$ cat src/rtl/wl_pkg.sv
package wl_pkg;

    typedef enum logic [1:0] {
        ACK_IDLE = 2'd0,
        ACK_ON   = 2'd1,
        ACK_PARK = 2'd2
    } ack_state_t;

    typedef enum logic [2:0] {
        LN_IDLE  = 3'd0,
        LN_MADDR = 3'd1,
        LN_MWR   = 3'd2,
        LN_MRD   = 3'd3,
        LN_TRD   = 3'd4,
        LN_TURN  = 3'd5,
        LN_FIXED = 3'd6
    } lane_state_t;

    // Initiator is the owner of the upper data lanes in this state.
    function automatic logic init_owns_ad(lane_state_t s);
        return (s == LN_MADDR) || (s == LN_MWR);
    endfunction

endpackage

$ cat src/rtl/wl_mode_latch.sv
module wl_mode_latch (
    input  logic clk,
    input  logic rst_n,
    input  logic req64_n_i,
    output logic wide_en_o
);
    logic en_q;

    // Track request level through reset; freeze once reset releases.
    always_ff @(posedge clk) begin
        if (!rst_n) begin
            en_q <= !req64_n_i;
        end
    end

    assign wide_en_o = en_q;

    a_r2_hold_after_reset: assert property (
        @(posedge clk) disable iff (!rst_n)
        $past(rst_n) |-> $stable(wide_en_o)
    );

endmodule

$ cat src/rtl/wl_ack_fsm.sv
module wl_ack_fsm
    import wl_pkg::*;
(
    input  logic clk,
    input  logic rst_n,
    input  logic ext_en_i,
    input  logic claim_i,
    input  logic req64_n_i,
    output logic ack_go_o,
    output logic ack_val_o,
    output logic ack_oe_o
);
    ack_state_t state_q, state_d;
    logic       want;

    assign want = ext_en_i && claim_i && !req64_n_i;

    always_comb begin
        state_d = state_q;
        unique case (state_q)
            ACK_IDLE: state_d = want ? ACK_ON : ACK_IDLE;
            ACK_ON:   state_d = want ? ACK_ON : ACK_PARK;
            ACK_PARK: state_d = want ? ACK_ON : ACK_IDLE;
            default:  state_d = ACK_IDLE;
        endcase
    end

    always_ff @(posedge clk) begin
        if (!rst_n) begin
            state_q <= ACK_IDLE;
        end else begin
            state_q <= state_d;
        end
    end

    always_comb begin
        ack_oe_o  = 1'b0;
        ack_val_o = 1'b1;
        unique case (state_q)
            ACK_IDLE: begin ack_oe_o = 1'b0; ack_val_o = 1'b1; end
            ACK_ON:   begin ack_oe_o = 1'b1; ack_val_o = 1'b0; end
            ACK_PARK: begin ack_oe_o = 1'b1; ack_val_o = 1'b1; end
            default:  begin ack_oe_o = 1'b0; ack_val_o = 1'b1; end
        endcase
    end

    assign ack_go_o = (state_d == ACK_ON);

    a_r5_ack_needs_req: assert property (
        @(posedge clk) disable iff (!rst_n)
        (ack_oe_o && !ack_val_o) |-> $past(claim_i && !req64_n_i && ext_en_i)
    );

    a_r6_high_one_cycle: assert property (
        @(posedge clk) disable iff (!rst_n)
        (ack_oe_o && ack_val_o) |=> !(ack_oe_o && ack_val_o)
    );

    a_r6_release_after_high: assert property (
        @(posedge clk) disable iff (!rst_n)
        $fell(ack_oe_o) |-> $past(ack_val_o)
    );

endmodule

$ cat src/rtl/wl_lane_fsm.sv
module wl_lane_fsm
    import wl_pkg::*;
#(
    parameter int            AD_W     = 32,
    parameter int            BE_W     = 4,
    parameter logic [AD_W-1:0] FIXED_AD = '0,
    parameter logic [BE_W-1:0] FIXED_BE = '1
) (
    input  logic            clk,
    input  logic            rst_n,
    input  logic            ext_en_i,
    input  logic            ack_go_i,
    input  logic            ack64_n_i,
    input  logic            mst_addr_i,
    input  logic            mst_dac_i,
    input  logic            mst_wide_i,
    input  logic            mst_data_i,
    input  logic            mst_write_i,
    input  logic            tgt_rd_i,
    input  logic [AD_W-1:0] addr_hi_i,
    input  logic [BE_W-1:0] cmd_hi_i,
    input  logic [AD_W-1:0] data_hi_i,
    input  logic [BE_W-1:0] be_hi_i,
    output logic [AD_W-1:0] ad_hi_o,
    output logic            ad_oe_o,
    output logic [BE_W-1:0] cbe_hi_o,
    output logic            cbe_oe_o
);
    lane_state_t     state_q, state_d, cand;
    logic [AD_W-1:0] ad_q, ad_d;
    logic [BE_W-1:0] cbe_q, cbe_d;
    logic            clash;

    // Candidate phase by priority, with its lane values.
    always_comb begin
        cand  = LN_IDLE;
        ad_d  = ad_q;
        cbe_d = cbe_q;
        if (!ext_en_i) begin
            cand  = LN_FIXED;
            ad_d  = FIXED_AD;
            cbe_d = FIXED_BE;
        end else if (mst_addr_i) begin
            cand = LN_MADDR;
            if (mst_dac_i && mst_wide_i) begin
                ad_d  = addr_hi_i;
                cbe_d = cmd_hi_i;
            end else begin
                ad_d  = FIXED_AD;
                cbe_d = FIXED_BE;
            end
        end else if (mst_data_i && mst_wide_i && !ack64_n_i) begin
            cand  = mst_write_i ? LN_MWR : LN_MRD;
            ad_d  = data_hi_i;
            cbe_d = ~be_hi_i;
        end else if (tgt_rd_i && ack_go_i) begin
            cand = LN_TRD;
            ad_d = data_hi_i;
        end
    end

    assign clash = (init_owns_ad(state_q) && (cand == LN_TRD)) ||
                   ((state_q == LN_TRD) && init_owns_ad(cand));

    always_comb begin
        state_d = clash ? LN_TURN : cand;
    end

    always_ff @(posedge clk) begin
        if (!rst_n) begin
            state_q <= LN_IDLE;
            ad_q    <= FIXED_AD;
            cbe_q   <= FIXED_BE;
        end else begin
            state_q <= state_d;
            ad_q    <= ad_d;
            cbe_q   <= cbe_d;
        end
    end

    always_comb begin
        ad_oe_o  = 1'b0;
        cbe_oe_o = 1'b0;
        unique case (state_q)
            LN_IDLE:  begin ad_oe_o = 1'b0; cbe_oe_o = 1'b0; end
            LN_MADDR: begin ad_oe_o = 1'b1; cbe_oe_o = 1'b1; end
            LN_MWR:   begin ad_oe_o = 1'b1; cbe_oe_o = 1'b1; end
            LN_MRD:   begin ad_oe_o = 1'b0; cbe_oe_o = 1'b1; end
            LN_TRD:   begin ad_oe_o = 1'b1; cbe_oe_o = 1'b0; end
            LN_TURN:  begin ad_oe_o = 1'b0; cbe_oe_o = 1'b0; end
            LN_FIXED: begin ad_oe_o = 1'b1; cbe_oe_o = 1'b1; end
            default:  begin ad_oe_o = 1'b0; cbe_oe_o = 1'b0; end
        endcase
    end

    assign ad_hi_o  = ad_q;
    assign cbe_hi_o = cbe_q;

    a_r10_no_init_to_tgt: assert property (
        @(posedge clk) disable iff (!rst_n)
        init_owns_ad(state_q) |=> (state_q != LN_TRD)
    );

    a_r10_no_tgt_to_init: assert property (
        @(posedge clk) disable iff (!rst_n)
        (state_q == LN_TRD) |=> !init_owns_ad(state_q)
    );

    a_r3_fixed_drive: assert property (
        @(posedge clk) disable iff (!rst_n)
        !ext_en_i |=> (ad_oe_o && cbe_oe_o && ad_hi_o == FIXED_AD && cbe_hi_o == FIXED_BE)
    );

    a_r8_narrow_data_off: assert property (
        @(posedge clk) disable iff (!rst_n)
        (ext_en_i && !mst_addr_i && mst_data_i && !mst_wide_i && !tgt_rd_i) |=> !cbe_oe_o
    );

endmodule

$ cat src/rtl/wide_lane_ctrl.sv
module wide_lane_ctrl
    import wl_pkg::*;
#(
    parameter int            AD_W     = 32,
    parameter int            BE_W     = 4,
    parameter logic [AD_W-1:0] FIXED_AD = '0,
    parameter logic [BE_W-1:0] FIXED_BE = '1
) (
    input  logic            clk,
    input  logic            rst_n,
    input  logic            req64_n_i,
    input  logic            ack64_n_i,
    input  logic            tgt_claim_i,
    input  logic            mst_addr_i,
    input  logic            mst_dac_i,
    input  logic            mst_wide_i,
    input  logic            mst_data_i,
    input  logic            mst_write_i,
    input  logic            tgt_rd_i,
    input  logic [AD_W-1:0] addr_hi_i,
    input  logic [BE_W-1:0] cmd_hi_i,
    input  logic [AD_W-1:0] data_hi_i,
    input  logic [BE_W-1:0] be_hi_i,
    output logic            wide_en_o,
    output logic            ack64_val_o,
    output logic            ack64_oe_o,
    output logic [AD_W-1:0] ad_hi_o,
    output logic            ad_hi_oe_o,
    output logic [BE_W-1:0] cbe_hi_o,
    output logic            cbe_hi_oe_o
);
    logic ext_en;
    logic ack_go;
    logic ack_oe_raw;
    logic ad_oe_raw;
    logic cbe_oe_raw;

    wl_mode_latch u_mode (
        .clk       (clk),
        .rst_n     (rst_n),
        .req64_n_i (req64_n_i),
        .wide_en_o (ext_en)
    );

    wl_ack_fsm u_ack (
        .clk       (clk),
        .rst_n     (rst_n),
        .ext_en_i  (ext_en),
        .claim_i   (tgt_claim_i),
        .req64_n_i (req64_n_i),
        .ack_go_o  (ack_go),
        .ack_val_o (ack64_val_o),
        .ack_oe_o  (ack_oe_raw)
    );

    wl_lane_fsm #(
        .AD_W     (AD_W),
        .BE_W     (BE_W),
        .FIXED_AD (FIXED_AD),
        .FIXED_BE (FIXED_BE)
    ) u_lane (
        .clk         (clk),
        .rst_n       (rst_n),
        .ext_en_i    (ext_en),
        .ack_go_i    (ack_go),
        .ack64_n_i   (ack64_n_i),
        .mst_addr_i  (mst_addr_i),
        .mst_dac_i   (mst_dac_i),
        .mst_wide_i  (mst_wide_i),
        .mst_data_i  (mst_data_i),
        .mst_write_i (mst_write_i),
        .tgt_rd_i    (tgt_rd_i),
        .addr_hi_i   (addr_hi_i),
        .cmd_hi_i    (cmd_hi_i),
        .data_hi_i   (data_hi_i),
        .be_hi_i     (be_hi_i),
        .ad_hi_o     (ad_hi_o),
        .ad_oe_o     (ad_oe_raw),
        .cbe_hi_o    (cbe_hi_o),
        .cbe_oe_o    (cbe_oe_raw)
    );

    // Reset tristates every bus driver at once, without waiting for a clock.
    assign wide_en_o   = ext_en;
    assign ack64_oe_o  = ack_oe_raw && rst_n;
    assign ad_hi_oe_o  = ad_oe_raw  && rst_n;
    assign cbe_hi_oe_o = cbe_oe_raw && rst_n;

    a_r9_tgt_data_with_ack: assert property (
        @(posedge clk) disable iff (!rst_n)
        (ad_hi_oe_o && !cbe_hi_oe_o) |-> (ack64_oe_o && !ack64_val_o)
    );

    a_r3_no_ack_when_narrow: assert property (
        @(posedge clk) disable iff (!rst_n)
        !wide_en_o |-> !ack64_oe_o
    );

endmodule

$ cat config.mk
export PLATFORM = sky130hd
export DESIGN_NAME = wide_lane_ctrl
export DESIGN_NICKNAME = d
export VERILOG_FILES = /design/src/rtl/wl_pkg.sv /design/src/rtl/wl_mode_latch.sv /design/src/rtl/wl_ack_fsm.sv /design/src/rtl/wl_lane_fsm.sv /design/src/rtl/wide_lane_ctrl.sv
export SDC_FILE = /design/constraint.sdc
export NUM_CORES = 1
export LEC_CHECK = 0
export ABC_AREA = 1
export BUFFER_PORTS_ARGS = -buffer_cell sky130_fd_sc_hd__buf_2
export CORE_UTILIZATION = 50
export CTS_CLUSTER_DIAMETER = 80
export DETAILED_ROUTE_END_ITERATION = 8
export PLACE_DENSITY = 0.86
export SLEW_MARGIN = 40
export SYNTH_ARGS = -nofsm -noshare
export SYNTH_HDL_FRONTEND = slang
export SYNTH_HIERARCHICAL = 1
export SYNTH_SLANG_ARGS = --single-unit
$ cat constraint.sdc
create_clock -name clk -period 2.6 [get_ports clk]
set_input_delay 0.26 -clock clk [delete_from_list [all_inputs] [get_ports clk]]
set_output_delay 0.26 -clock clk [all_outputs]
set_load 0.005 [all_outputs]
# Word level (Yosys, flattened, before mapping)
# Cells that the tools add are included.
[totals]
out_inout_bits = 41
regBits = 42
[op_classes]
reduce_logical = 25
bitwise = 2
muxes = 20
n_eq_ne = 11
[ops]
columns = ["op", "n"]
rows = [
  ["32-bit 2-to-1 mux", 4],
  ["3-bit 2-to-1 mux", 5],
  ["4-bit 2-to-1 mux", 3],
  ["1-bit logical AND", 11],
  ["3-bit by 2-bit equality test with 1-bit output (second input constant)", 3],
  ["3-bit equality test (second input constant)", 3],
  ["4-bit OR reduction", 2],
  ["3-bit by 1-bit equality test with 1-bit output (second input constant)", 2],
  ["1-bit 2-to-1 mux", 6],
  ["2-bit OR reduction", 3],
  ["2-bit by 1-bit equality test with 1-bit output (second input constant)", 2],
  ["4-bit inverter", 1],
  ["2-bit case mux with 2 select lines", 1],
  ["1-bit logical OR", 3],
  ["3-bit nonzero test", 1],
  ["2-bit equality test (second input constant)", 1],
  ["1-bit logical NOT", 2],
  ["2-bit logical NOT", 1],
  ["2-bit 2-to-1 mux", 1],
  ["2-bit AND reduction", 1],
  ["2-bit nonzero test", 1],
  ["1-bit inverter", 1],
]

# Logic depth before layout (Yosys ltp)
[depth]
ltp_word = 15
depth_mapped = 12
ltp_nobuf = 12

# Modules after synthesis
# Netlist, hierarchy kept.
[by_module_without_submodules]
columns = ["module", "area_each_um2", "cells_each", "instances"]
rows = [
  ["wl_lane_fsm", 2285.9, 316, 1],
  ["wl_ack_fsm", 151.4, 19, 1],
  ["wl_mode_latch", 37.5, 3, 1],
  ["wide_lane_ctrl", 22.5, 6, 1],
]

# Least setup slack after synthesis
# Ideal clock, no wire load.
[synth_path]
kind = "register to register"
from = "register u_ack.state_q[0]"
to = "register u_lane.ad_q[10] (netlist: u_lane/ad_hi_o[10])"
slack_ns = 1.091
stages_incl_launch_ff = 12
n_path_buf = 1
arrival_time_ns = 1.395
path_cell_list = "dfxtp_1 -> inv_1 -> ha_1 -> nor2_1 -> nand2_1 -> nand3_2 -> inv_1 -> nand2_1 -> nand2_8 -> buf_6 -> nor2_1 -> nor2_2"
[synth_between]
elab_chain_cells = 6
word_cells_on_any_way = 8
classes_between = "eq/ne: 3; mux: 1; reduce/logical: 4"
[synth_rtl]
columns = ["item", "line", "source"]
rows = [
  ["start, declared", "wl_ack_fsm.sv:13", "ack_state_t state_q, state_d;"],
  ["start signal, assigned", "wl_ack_fsm.sv:32", "state_q <= state_d;"],
  ["2-bit equality test / 2-bit logical NOT (equally long branches)", "wl_ack_fsm.sv:20", "unique case (state_q)"],
  ["2-bit OR reduction (no line)", "n/a", ""],
  ["2-bit case mux with 2 select lines (*)", "wl_ack_fsm.sv:20", ""],
  ["2-bit by 1-bit equality test with 1-bit output (*)", "wl_ack_fsm.sv:47", "assign ack_go_o = (state_d == ACK_ON);"],
  ["via ack_go", "wide_lane_ctrl.sv:33", "logic ack_go;"],
  ["1-bit logical AND (*)", "wl_lane_fsm.sv:56", "end else if (tgt_rd_i && ack_go_i) begin"],
  ["3-bit nonzero test (no line) (*)", "n/a", ""],
  ["end signal, assigned", "wl_lane_fsm.sv:72", "ad_q <= FIXED_AD;"],
  ["end signal, assigned", "wl_lane_fsm.sv:76", "ad_q <= ad_d;"],
  ["end, declared", "wl_lane_fsm.sv:30", "logic [AD_W-1:0] ad_q, ad_d;"],
]
# The timed path passes the listed nets; every way through them passes the cells marked *.
# A chain may end at the register's enable or synchronous reset.

# Final worst setup path
[layout_path]
from = "register u_ack.state_q[0]"
to = "register u_lane.ad_q[31] (netlist: u_lane/ad_hi_o[31])"
# The elaborated chain is that of the path after synthesis.

==> metrics.md <==
| Metric | Value |
|---|---|
| Status | `finished, final reports clean` |
| Setup slack after layout | `a little under 0.8 ns` |
| Max Cap Viol | `0` |
| Detailed Place HPWL | `4160 um` |
| Clock sink count | `42` |
| Worst path slowest cell | `dfxtp_1` |
| Hold buffers post-CTS | `0` |
| Drt drc | `0` |
| Register area share after synthesis | `34.1%` |
| Die ar. | `between 5000 and 6000 um^2` |
| Post-layout min period | `between 1.5 and 2 ns` |
| Starting Density | `52.5%` |
| Most frequent cells in the layout | `buf_2 (123), nand2_1 (96), nand3_1 (46), nor2_1 (44), dfxtp_1 (41)` |
| Die width | `72.7 um` |
| Routed WL | `5730 um` |
| Final Hold Fails | `0` |
| Commonest non-fill, non-tap cell in the layout | `buf_2` |
| VDD IR max | `0.308 mV` |
| CP max stage delay | `0.37 ns` |
| NetSw | `415 uW` |
| Tightest Pin Transition | `0.611 ns` |
| Pre-antenna DRT Iters | `4` |
| Worst slack, placed | `a little under 0.8 ns` |
| CP startpoint kind | `flop` |
| Critical path class | `flop to flop` |
| Area of the mapped netlist | `2500 um^2` |
| Post-CTS setup buffers | `0` |
| Diodes inserted | `0` |
| Fmax | `roughly 0.55 GHz` |
| Area of the core | `around 4800 um^2` |
| Layout Nets | `542` |
| Hold/Removal Path Class | `input port to flop` |
| Post-CTS sizing | `0` |
| Setup violators final | `0` |
| Crit-path cells | `inv_1, ha_1, nor2_1, nand2_1, nand3_2, inv_1, nand2_1, nand2_8, nor2_1, nor2_2` |
| I/O Pins | `124` |
| Setup crit start | `u_ack/state_q[0]$_SDFF_PN0_` |
| Syn_nets | `around 430` |
| Worst hold stages | `2` |
| Worst hold path startpoint | `req64_n_i` |
| Pint | `1030 uW` |
| Via count | `~2.5k` |
| Setup Skew | `0.00134 ns` |
| Pwr dens | `around 460 nW/um^2` |
| Root buf cell | `clkbuf_8` |
| Routed Antenna Nets | `0` |
| Site row count | `25` |
| Crit-path max FO | `64` |
| Total gr overflow | `0` |
| Layout cells sized above 1 | `43.2%` |
| Pleak | `0.00168 uW` |
| Total CTS buffers | `5` |
| Share of power burned in the clock network | `a little under 30%` |
| Flop pwr share | `48.4%` |
| Max Buffers Root-to-Sink | `2` |
| Logic gate share of total power | `22.7%` |
| Clk Latency, worst-skew pair | `0.28 ns` |
| Buffers added on ports | `123` |
| Initial DRC count | `95` |
| Via density | `4.78` |
| Total track usage | `21.9%` |
| CP Data Arrival Time | `approximately 2.0 ns` |
| GP Congestion | `0.757` |
| Sw Share | `28.6%` |
| Crit path required time | `2.78 ns` |
| Pins over their slew limit | `0` |
| Max-slew headroom | `between 50% and 60%` |
| Worst R2R Start | `u_ack/state_q[0]$_SDFF_PN0_` |
| H-tree Lvls | `2` |
| Reg2reg path depth | `10` |
| Syn Area/Cell | `7.26 um^2` |
| Initial antenna violation count | `0` |
| TNS Setup | `0 ns` |
| Register clock-pin slew on the reported worst setup and hold paths | `around 0.07 ns` |
| Largest net degree at the start of global routing | `65` |
| Period utilisation layout | `70.2%` |
| CTS tree | `yes` |
| First-pass GRT wire length | `9160 um` |
| Die Ht | `72.7 um` |
| Synth unique cells | `23` |
| Synth warn | `6` |
| Area delta synth->final | `25.2%` |
| RSZ-0062 raised after global routing | `false` |
| Synth Register Bits | `42` |
| Crit. End Element | `flop` |
| Post-Synthesis Cells | `344` |
| Vias in the first global route | `2191` |
| Wire per inst | `11.0 um` |
==> final timing paths <==
path              slack, ns                               to
setup reg to reg       0.77  u_lane/ad_hi_o[31]$_SDFFE_PN0P_
hold / removal         0.26       u_mode/wide_en_o$_DFFE_PN_
setup / recovery       0.77  u_lane/ad_hi_o[31]$_SDFFE_PN0P_
hold reg to reg        0.48  u_lane/cbe_hi_o[0]$_SDFFE_PN1P_
==> layout make-up <==
class,count,area [um^2]
sequential,42,851
multi-input combinational,260,1380
clock inverter,1,5.00
clock buffer,7,86.3
timing repair buffer,124,623
fill,469,1630
inverter,22,100
tap,67,83.8
==> critical path, delay by kind of cell, from the launching register on <==
family,cells,cell delay [ns]
AND/OR/NAND/NOR,7,0.99
flip-flops,1,0.37
adder cells (fa/ha/maj),1,0.19
buffers and inverters,2,0.12
==> power groups by stage <==
stage / clock network [uW] / logic [uW] / registers [uW]
after CTS: 434 / 332 / 700
after floorplan: 0 / 226 / 716
final: 418 / 329 / 700
after global placement: 0 / 321 / 714
after global routing: 464 / 370 / 704
after detailed placement: 0 / 331 / 715
==> per-stage QoR <==
stage	std cells	cell area (um^2)	utilization, %	total power, uW	hold WS, ns
final	523	3130	65.7	1450	0.257
after global routing	523	3130	65.7	1540	0.256
after CTS	523	3130	65.7	1470	0.239
after detailed placement	515	3030	63.8	1050	0.464
after global placement	515	3030	63.8	1030	0.456
after floorplan	344	2500	-	943	0.358
==> synth_stat cells, drive strengths merged <==
library cell | number | area, um^2
nand3 | 76 | 531
a21boi | 1 | 7.51
dfxtp | 41 | 821
ha | 4 | 50.1
nor3 | 2 | 10.0
nand2 | 98 | 400
edfxtp | 1 | 30.0
inv | 21 | 83.8
nor2 | 74 | 353
o21ai | 4 | 20.0
a21oi | 1 | 5.00
buf | 20 | 170
clkinv | 1 | 16.3
==> registers in the layout (all words and copies together), names as in the netlist <==
register          count
u_lane/cbe_hi_o       4
u_lane/ad_hi_o       32
u_ack/state_q         2
u_lane/state_q        3
u_mode/wide_en_o      1
==> metal layers <==
| metal | vias up | track usage, % | part of all wire [%] |
|---|---|---|---|
| met4 | 0 | 5.23 | 0.63 |
| met1 | 1102 | 23.9 | 42 |
| met5 | - | 0 | 0 |
| met3 | 4 | 4.97 | 7.0 |
| met2 | 91 | 42.5 | 50 |
| li1 | 1301 | - | - |
==> kinds of logic after synthesis <==
family | after synthesis | synth area share (%)
compound gates | 6 | 1.30
simple gates | 250 | 51.8
buf+inv | 42 | 10.8
flops | 42 | 34.1
fa+ha+maj | 4 | 2.00
Power figures use the tool's default switching activity.
